File: src/rtl/thermal_trip_pkg.sv
package thermal_trip_pkg;
  localparam int unsigned ADDR_W = 3;

  localparam logic [ADDR_W-1:0] ADDR_LIMIT = 3'd0;
  localparam logic [ADDR_W-1:0] ADDR_SLOPE = 3'd1;
  localparam logic [ADDR_W-1:0] ADDR_SDCTL = 3'd2;
  localparam logic [ADDR_W-1:0] ADDR_LOCK  = 3'd3;
  localparam logic [ADDR_W-1:0] ADDR_TEMP  = 3'd4;

  localparam int unsigned SD_EN_BIT = 1;
  localparam int unsigned LOCK_BIT  = 0;
endpackage

File: src/rtl/tt_rst_sync.sv
module tt_rst_sync #(
  parameter int unsigned STAGES = 2
) (
  input  logic clk,
  input  logic arst_n,
  output logic srst_n
);
  logic [STAGES-1:0] sync_q;
  logic [STAGES-1:0] sync_d;

  always_comb begin
    sync_d = {sync_q[STAGES-2:0], 1'b1};
  end

  always_ff @(posedge clk or negedge arst_n) begin
    if (!arst_n) sync_q <= '0;
    else         sync_q <= sync_d;
  end

  assign srst_n = sync_q[STAGES-1];
endmodule

File: src/rtl/tt_lock.sv
module tt_lock
  import thermal_trip_pkg::*;
(
  input  logic              clk,
  input  logic              rst_n,
  input  logic              wr_i,
  input  logic [ADDR_W-1:0] addr_i,
  input  logic              wbit_i,
  output logic              lock_o
);
  logic lock_q;
  logic lock_d;
  logic lock_en;

  // Set-only: no path back to zero except reset.
  always_comb begin
    lock_en = wr_i && (addr_i == ADDR_LOCK) && wbit_i;
    lock_d  = 1'b1;
  end

  always_ff @(posedge clk or negedge rst_n) begin
    if (!rst_n)       lock_q <= 1'b0;
    else if (lock_en) lock_q <= lock_d;
  end

  assign lock_o = lock_q;

  // once set, the lock never drops while out of reset
  a_r5_lock_sticky: assert property (@(posedge clk) disable iff (!rst_n)
    lock_q |=> lock_q);

  // a write of 1 to bit 0 of the lock register sets it
  a_r5_lock_sets: assert property (@(posedge clk) disable iff (!rst_n)
    (wr_i && addr_i == ADDR_LOCK && wbit_i) |=> lock_o);
endmodule

File: src/rtl/tt_cfg_regs.sv
module tt_cfg_regs
  import thermal_trip_pkg::*;
#(
  parameter int unsigned        DATA_W    = 32,
  parameter int unsigned        TEMP_W    = 8,
  parameter logic [TEMP_W-1:0]  LIMIT_RST = 8'd125
) (
  input  logic              clk,
  input  logic              rst_n,
  input  logic              lock_i,
  input  logic              wr_i,
  input  logic [ADDR_W-1:0] addr_i,
  input  logic [DATA_W-1:0] wdata_i,
  output logic [TEMP_W-1:0] limit_o,
  output logic [DATA_W-1:0] slope_o,
  output logic              sd_en_o
);
  logic [TEMP_W-1:0] limit_q, limit_d;
  logic [DATA_W-1:0] slope_q, slope_d;
  logic              sd_en_q, sd_en_d;
  logic              limit_en, slope_en, sd_en_en;
  logic              wr_ok;

  // One lock gates every field that shapes the thermal response.
  always_comb begin
    wr_ok    = wr_i && !lock_i;
    limit_en = wr_ok && (addr_i == ADDR_LIMIT);
    slope_en = wr_ok && (addr_i == ADDR_SLOPE);
    sd_en_en = wr_ok && (addr_i == ADDR_SDCTL);
    limit_d  = wdata_i[TEMP_W-1:0];
    slope_d  = wdata_i;
    sd_en_d  = wdata_i[SD_EN_BIT];
  end

  always_ff @(posedge clk or negedge rst_n) begin
    if (!rst_n) begin
      limit_q <= LIMIT_RST;
      slope_q <= '0;
      sd_en_q <= 1'b0;
    end else begin
      if (limit_en) limit_q <= limit_d;
      if (slope_en) slope_q <= slope_d;
      if (sd_en_en) sd_en_q <= sd_en_d;
    end
  end

  assign limit_o = limit_q;
  assign slope_o = slope_q;
  assign sd_en_o = sd_en_q;

  // locked configuration does not move
  a_r6_limit_frozen: assert property (@(posedge clk) disable iff (!rst_n)
    lock_i |=> $stable(limit_q));
  a_r6_slope_frozen: assert property (@(posedge clk) disable iff (!rst_n)
    lock_i |=> $stable(slope_q));
  a_r6_enable_frozen: assert property (@(posedge clk) disable iff (!rst_n)
    lock_i |=> $stable(sd_en_q));
endmodule

File: src/rtl/tt_trip.sv
module tt_trip #(
  parameter int unsigned TEMP_W = 8
) (
  input  logic              clk,
  input  logic              rst_n,
  input  logic [TEMP_W-1:0] temp_in,
  input  logic [TEMP_W-1:0] limit_i,
  input  logic              en_i,
  output logic [TEMP_W-1:0] temp_o,
  output logic              trip_o
);
  logic [TEMP_W-1:0] temp_q, temp_d;
  logic              trip_q, trip_d;

  always_comb begin
    temp_d = temp_in;
    trip_d = en_i && (temp_q >= limit_i);
  end

  always_ff @(posedge clk or negedge rst_n) begin
    if (!rst_n) begin
      temp_q <= '0;
      trip_q <= 1'b0;
    end else begin
      temp_q <= temp_d;
      trip_q <= trip_d;
    end
  end

  assign temp_o = temp_q;
  assign trip_o = trip_q;

  // no request one cycle after the enable is low
  a_r8_quiet_when_disabled: assert property (@(posedge clk) disable iff (!rst_n)
    !en_i |=> !trip_o);

  // no request while the sample sits below the threshold
  a_r8_quiet_below_limit: assert property (@(posedge clk) disable iff (!rst_n)
    (temp_o < limit_i) |=> !trip_o);
endmodule

File: src/rtl/thermal_trip_regs.sv
module thermal_trip_regs
  import thermal_trip_pkg::*;
#(
  parameter int unsigned       DATA_W     = 32,
  parameter int unsigned       TEMP_W     = 8,
  parameter logic [TEMP_W-1:0] LIMIT_RST  = 8'd125,
  parameter int unsigned       RST_STAGES = 2
) (
  input  logic              clk,
  input  logic              bus_rst_n,
  input  logic              bus_wr,
  input  logic              bus_rd,
  input  logic [ADDR_W-1:0] bus_addr,
  input  logic [DATA_W-1:0] bus_wdata,
  output logic [DATA_W-1:0] bus_rdata,
  input  logic [TEMP_W-1:0] temp_in,
  output logic              shutdown_req
);
  logic              rst_n;
  logic              lock;
  logic [TEMP_W-1:0] limit;
  logic [DATA_W-1:0] slope;
  logic              sd_en;
  logic [TEMP_W-1:0] temp_s;
  logic [DATA_W-1:0] rdata_d, rdata_q;

  tt_rst_sync #(.STAGES(RST_STAGES)) u_rst (
    .clk(clk), .arst_n(bus_rst_n), .srst_n(rst_n));

  tt_lock u_lock (
    .clk(clk), .rst_n(rst_n), .wr_i(bus_wr), .addr_i(bus_addr),
    .wbit_i(bus_wdata[LOCK_BIT]), .lock_o(lock));

  tt_cfg_regs #(.DATA_W(DATA_W), .TEMP_W(TEMP_W), .LIMIT_RST(LIMIT_RST)) u_cfg (
    .clk(clk), .rst_n(rst_n), .lock_i(lock), .wr_i(bus_wr), .addr_i(bus_addr),
    .wdata_i(bus_wdata), .limit_o(limit), .slope_o(slope), .sd_en_o(sd_en));

  tt_trip #(.TEMP_W(TEMP_W)) u_trip (
    .clk(clk), .rst_n(rst_n), .temp_in(temp_in), .limit_i(limit),
    .en_i(sd_en), .temp_o(temp_s), .trip_o(shutdown_req));

  always_comb begin
    rdata_d = '0;
    case (bus_addr)
      ADDR_LIMIT: rdata_d[TEMP_W-1:0] = limit;
      ADDR_SLOPE: rdata_d             = slope;
      ADDR_SDCTL: rdata_d[SD_EN_BIT]  = sd_en;
      ADDR_LOCK:  rdata_d[LOCK_BIT]   = lock;
      ADDR_TEMP:  rdata_d[TEMP_W-1:0] = temp_s;
      default:    rdata_d             = '0;
    endcase
  end

  always_ff @(posedge clk or negedge rst_n) begin
    if (!rst_n)      rdata_q <= '0;
    else if (bus_rd) rdata_q <= rdata_d;
  end

  assign bus_rdata = rdata_q;

  // threshold upper bits always read back as zero
  a_r2_limit_upper_zero: assert property (@(posedge clk) disable iff (!rst_n)
    (bus_rd && bus_addr == ADDR_LIMIT) |=> (bus_rdata[DATA_W-1:TEMP_W] == '0));

  // unmapped addresses read as zero
  a_r9_unmapped_zero: assert property (@(posedge clk) disable iff (!rst_n)
    (bus_rd && bus_addr > ADDR_TEMP) |=> (bus_rdata == '0));

  // lock register shows the lock in bit 0 only
  a_r5_lock_readback: assert property (@(posedge clk) disable iff (!rst_n)
    (bus_rd && bus_addr == ADDR_LOCK) |=> (bus_rdata[DATA_W-1:1] == '0));
endmodule

File: config.mk
export PLATFORM = sky130hd
export DESIGN_NAME = thermal_trip_regs
export DESIGN_NICKNAME = d
export VERILOG_FILES = /design/src/rtl/thermal_trip_pkg.sv /design/src/rtl/tt_rst_sync.sv /design/src/rtl/tt_lock.sv /design/src/rtl/tt_cfg_regs.sv /design/src/rtl/tt_trip.sv /design/src/rtl/thermal_trip_regs.sv
export SDC_FILE = /design/constraint.sdc
export NUM_CORES = 1
export LEC_CHECK = 0
export BUFFER_PORTS_ARGS = -buffer_cell sky130_fd_sc_hd__buf_4
export CAP_MARGIN = 20
export CELL_PAD_IN_SITES_DETAIL_PLACEMENT = 1
export CELL_PAD_IN_SITES_GLOBAL_PLACEMENT = 1
export CORE_ASPECT_RATIO = 0.7
export CORE_UTILIZATION = 44
export DETAILED_ROUTE_END_ITERATION = 8
export MAX_ROUTING_LAYER = met4
export PLACE_DENSITY = 0.9
export RECOVER_POWER = 50
export REMOVE_ABC_BUFFERS = 1
export SLEW_MARGIN = 5
export SYNTH_ARGS = -nofsm -noshare
export SYNTH_HDL_FRONTEND = slang
export SYNTH_SLANG_ARGS = --single-unit
File: constraint.sdc
create_clock -name clk -period 2.7 [get_ports clk]
set_input_delay 0.405 -clock clk [delete_from_list [all_inputs] [get_ports clk]]
set_output_delay 0.405 -clock clk [all_outputs]
set_load 0.02 [all_outputs]
## Yosys cells after proc, flatten, opt, wreduce, memory -nomap -nowiden

Cells that the tools add are included.
Widths: inputs -> output; s select.

| operators by class | value |
|---|---|
| reductions and logical operators | 9 |
| muxes and demuxes | 4 |
| eq/ne operators | 4 |
| $lt $le $gt $ge | 1 |

Operator list:

| operator | number |
|---|---|
| $mux 24 | 1 |
| $pmux 6 s3 | 1 |
| $ge 8x8->1 | 1 |
| $pmux 1 s4 | 2 |
| $logic_and 1x1->1 | 7 |
| $eq 3x2->1 const B | 2 |
| $eq 3x1->1 const B | 1 |
| $eq 3x3->1 const B | 1 |
| $logic_not 3->1 | 1 |
| $logic_not 1->1 | 1 |

| storage, ports and cells | value |
|---|---|
| input port bits | 47 |
| word-level logic and storage cells | 26 |
| output and inout bits | 33 |
| register bits | 85 |

## Logic depth before layout (Yosys ltp)

| depth | value |
|---|---|
| depth in word-level cells | 3 |
| gate-level depth with buffers | 6 |

## By module

A second synthesis with hierarchy kept.

| unflattened totals | value |
|---|---|
| cells, all modules | 295 |
| area total of the unflattened synthesis | 3736.1 um^2 |

Modules (own cells, without submodules):

| module | cells each | sequential area each (um^2) | times used | area an instance (um^2) |
|---|---|---|---|---|
| tt_cfg_regs | 91 | 1033.5 | 1 | 1697.9 |
| thermal_trip_regs | 162 | 800.8 | 1 | 1527.7 |
| tt_trip | 36 | 225.2 | 1 | 417.9 |
| tt_rst_sync | 3 | 50.0 | 1 | 53.8 |
| tt_lock | 3 | 25.0 | 1 | 38.8 |

## Least setup slack after synthesis

No wires, ideal clock.

| timing | value |
|---|---|
| path kind | input -> register |
| from | input port bus_addr[2] |
| to | register u_cfg.slope_q[10], in the netlist u_cfg.slope_o[10] |
| required time | 2.575 ns |
| stages on the path | 6 |
| data arrival time | 1.381 ns |
| slack | 1.194 ns |
| cells stage by stage | buf_6 > nor2_4 > nand3_4 > nor2_8 > buf_12 > mux2_4 |

| on the way | value |
|---|---|
| cells in the longest elaborated chain, start to end | 2 |

RTL lines:

| item | line | RTL |
|---|---|---|
| start: declaration | thermal_trip_regs.sv:13 | `input logic [ADDR_W-1:0] bus_addr,` |
| $eq 3x1->1 | tt_cfg_regs.sv:28 | `slope_en = wr_ok && (addr_i == ADDR_SLOPE);` |
| $logic_and 1x1->1 | tt_cfg_regs.sv:28 |  |
| end signal: assignment | tt_cfg_regs.sv:42 | `if (slope_en) slope_q <= slope_d;` |
| end: declaration | tt_cfg_regs.sv:19 | `logic [DATA_W-1:0] slope_q, slope_d;` |

No other way between the ends.
A chain may end at the register's enable or synchronous reset.

==> insert_results.sql <==
INSERT INTO impl_metrics (metric_group, metric, value, unit) VALUES
('floorplanning', 'die_width', '110', 'µm'),
('floorplanning', 'io_pins', '80', ''),
('pwr', 'p_seq_share', '46.6', '%'),
('grt', 'first_global_vias', '2519', ''),
('clock_network', 'clkSinkCount', '85', ''),
('sta', 'timing.fmax', '0.505', 'GHz'),
('grt', 'first_pass_grt_wire_length', '13400', 'µm'),
('sta', 'postLayoutSetupSlackWorst', '0.718', 'ns'),
('sta', 'report.final.setup_viol', '0', ''),
('sta', 'fin_setup_tns', '0', 'ns'),
('grt', 'grt_overflow_total', '0', ''),
('pwr', 'internal_power', '2800', 'µW'),
('cells_and_area', 'post-route-cell-area', '4570', 'µm²'),
('pwr', 'switching_power_summed_over_all_nets', '973', 'µW'),
('clock_network', 'clk_transition_reported_paths', '0.06', 'ns'),
('critical_path', 'timing.critical_path.from_type', 'input pin', ''),
('clock_network', 'clkLatencyLatePin', '0.33', 'ns'),
('floorplanning', 'design.die.area', '8570', 'µm²'),
('status', 'result_of_the_run', 'complete, but fails checks', ''),
('floorplanning', 'standard_cell_rows', '27', ''),
('synth', 'postSynthAreaPerCell', '14.9', 'µm²'),
('critical_path', 'cp_top_delay_family', 'buffers and inverters', ''),
('floorplanning', 'floorplan.initialDensity', '45.6', '%'),
('sta', 'layout_min_cycle_time', '1.98', 'ns'),
('synth', 'synth.ff_latch_count', '85', ''),
('critical_path', 'r2r.worst_path.cells', '5', ''),
('sta', 'max_slew.worst_pin.slew', '1.63', 'ns'),
('pwr', 'clockPowerShare', '33.4', '%'),
('route', 'detailedRoute.firstPassIterationCount', '4', ''),
('cells_and_area', 'nets', '379', ''),
('route', 'drt-initial-drc-count', '100', ''),
('clock_network', 'tritoncts', 'done', ''),
('place', 'pre_cts_slack', '0.719', 'ns'),
('sta', 'slew_headroom', '-8.43', '%'),
('sta', 'final-hold-violation-count', '0', ''),
('cells_and_area', 'layoutNonFillerInstCount', '430', ''),
('clock_network', 'post-cts-setup-buffers', '0', ''),
('critical_path', 'critPathSlowestCell', 'sky130_fd_sc_hd__clkbuf_1', ''),
('place', 'gp_routability_congestion', '0.785', ''),
('pwr', 'power.leakage', '0.00223', 'µW'),
('route', 'detail_route.drc_violations', '0', ''),
('sta', 'rsz_0062_raised_after_global_routing', 'no', ''),
('sta', 'slew_violations', '33', ''),
('clock_network', 'root_buffer_master', 'sky130_fd_sc_hd__clkbuf_16', ''),
('pwr', 'p_sw_share', '25.8', '%'),
('cells_and_area', 'area_growth_syn_to_layout', '26.6', '%'),
('synth', 'synth_area_leaders', 'sky130_fd_sc_hd__dfrtp_1 (55%), sky130_fd_sc_hd__mux2_4 (12%), sky130_fd_sc_hd__a22o_1 (7.3%)', ''),
('synth', 'synthDominantCellAreaShare', '54.8', '%'),
('clock_network', 'htree_num_levels', '3', ''),
('critical_path', 'worstPathArrival', '2.24', 'ns'),
('pwr', 'power.share.combinational', '20.0', '%'),
('cells_and_area', 'drive_gt1_share', '45.3', '%'),
('status', 'violations', 'capacitance limit, slew limit', ''),
('critical_path', 'worst-endpoint-required', '2.95', 'ns'),
('synth', 'post_synth_inst_count', '242', ''),
('route', 'routed_wirelength', '7990', 'µm'),
('pwr', 'power.density_cell_area', '825', 'nW/µm²'),
('pwr', 'post-layout-total-power', '3770', 'µW'),
('place', 'placed_cell_area', '4230', 'µm²'),
('synth', 'yosys_warnings', '0', ''),
('critical_path', 'worst_setup_path_end_kind', 'register', ''),
('hold_path', 'worst_hold_path_type', 'in2reg', ''),
('route', 'post_drt_via_cell_ratio', '5.31', ''),
('synth', 'synth_cell_type_count', '35', ''),
('critical_path', 'critical_path.n_buffers_inverters', '3', ''),
('pwr', 'worst_ir_drop_vdd', '459', 'µV'),
('grt', 'groute.usage.overall', '21.5', '%'),
('place', 'io_buffers', '79', ''),
('run', 'max_cap_violations', '1', ''),
('sta', 'period_share', '73.4', '%'),
('critical_path', 'cp_cell_sequence', 'clkbuf_1 -> inv_1 -> clkbuf_1 -> a31oi_1 -> a21oi_1', '');
## registers in the layout, summed over array words and instances (netlist names)
name	count
bus_rdata	32
u_cfg.limit_o	8
u_cfg.sd_en_o	1
u_cfg.slope_o	32
u_lock.lock_o	1
u_rst.sync_q	2
u_trip.temp_o	8
u_trip.trip_o	1
## placed cells by master, fill, tap and decap left out, types with 5 or more instances in the layout
| master | netlist | routed |
|---|---|---|
| sky130_fd_sc_hd__a22o_1 | 30 | 30 |
| sky130_fd_sc_hd__buf_4 | 1 | 70 |
| sky130_fd_sc_hd__clkbuf_16 | 0 | 9 |
| sky130_fd_sc_hd__clkbuf_4 | 0 | 8 |
| sky130_fd_sc_hd__dfrtp_1 | 79 | 79 |
| sky130_fd_sc_hd__dfstp_2 | 6 | 6 |
| sky130_fd_sc_hd__ha_1 | 8 | 8 |
| sky130_fd_sc_hd__inv_1 | 10 | 10 |
| sky130_fd_sc_hd__mux2_2 | 12 | 12 |
| sky130_fd_sc_hd__mux2_4 | 30 | 30 |
| sky130_fd_sc_hd__mux2i_1 | 6 | 6 |
| sky130_fd_sc_hd__nand2_1 | 11 | 11 |
| sky130_fd_sc_hd__o21ai_0 | 5 | 5 |
## per-stage QoR
stage | hold WS (ns) | utilization [%]
finish | 0.198 | 57.8
global route | 0.187 | 57.8
CTS | 0.165 | 57.6
detailed placement | 0.190 | 53.6
global placement | 0.188 | 53.6
floorplan | 0.109 | -
## Yosys cell counts (all sizes together)
master   number
a2111oi       1
a211oi        2
a21oi         4
a22o         30
a31oi         3
a41o          1
and3          1
buf           9
clkbuf        4
conb          1
dfrtp        79
dfstp         6
ha            8
inv          10
mux2         42
mux2i         6
nand2        12
nand2b        1
nand3         2
nor2          6
nor2b         2
nor3b         1
o211ai        1
o21a          1
o21ai         5
o22ai         4
## final cells by class
type | count | area, µm² | share of cell area, %
Timing Repair Buffer | 84 | 654 | 14.3
Sequential cell | 85 | 2130 | 46.7
Clock inverter | 5 | 58.8 | 1.29
Multi-Input combinational cell | 134 | 1300 | 28.5
Tap cell | 101 | 126 | 2.77
Inverter | 10 | 37.5 | 0.822
Clock buffer | 11 | 253 | 5.53
## power by group through the flow
stage	sequential, µW	combinational, µW	clock [µW]
finish	1760	754	1260
global route	1800	828	1340
CTS	1780	744	1290
detailed placement	1790	738	0
floorplan	1780	462	0
global placement	1780	692	0
## worst paths after layout
check	from	endpoint	slack (ns)
worst max-delay path	bus_rd	bus_rdata[1]	0.72
worst min-delay path	temp_in[2]	u_trip.temp_o[2]	0.20
worst max register to register	u_cfg.limit_o[2]	u_trip.trip_o	0.90
worst min register to register	u_rst.sync_q[0]	u_rst.sync_q[1]	0.36
max in group asynchronous	u_rst.sync_q[1]	u_cfg.limit_o[0]	1.43
min in group asynchronous	bus_rst_n	u_rst.sync_q[0]	0.39
## cell families after synthesis
| family | after synthesis | synth area share (%) |
|---|---|---|
| simple gates | 25 | 4.13 |
| flops | 85 | 59.2 |
| fa+ha+maj | 8 | 2.77 |
| buf+inv | 23 | 4.72 |
| other cells | 1 | 0.104 |
| compound gates | 52 | 11.2 |
| mux | 48 | 17.9 |
## layer usage
metal | up-vias | share of wire [%] | global-route usage [%] | routed length (µm)
li1 | 1034 | - | - | -
met1 | 1191 | 45 | 28.2 | 3610
met2 | 54 | 50 | 34.2 | 3970
met3 | 5 | 4.6 | 4.79 | 368
met4 | 0 | 0.44 | 4.74 | 35
met5 | - | 0 | - | 0
## worst register-to-register path, stage by stage, from the launching register on
cell                        delay [ns]
sky130_fd_sc_hd__dfstp_2          0.54
sky130_fd_sc_hd__inv_1            0.04
sky130_fd_sc_hd__ha_1             0.31
sky130_fd_sc_hd__o211ai_1         0.11
sky130_fd_sc_hd__a2111oi_0        0.54
sky130_fd_sc_hd__o21a_1           0.20
## timing repair
item / in CTS / in global routing
setup endpoints to repair: 0 / 0
gates resized for setup: 0 / 0
hold endpoints to repair: 2 / 0
hold buffers: 1 / 0
(Power assumes the default switching activity.)
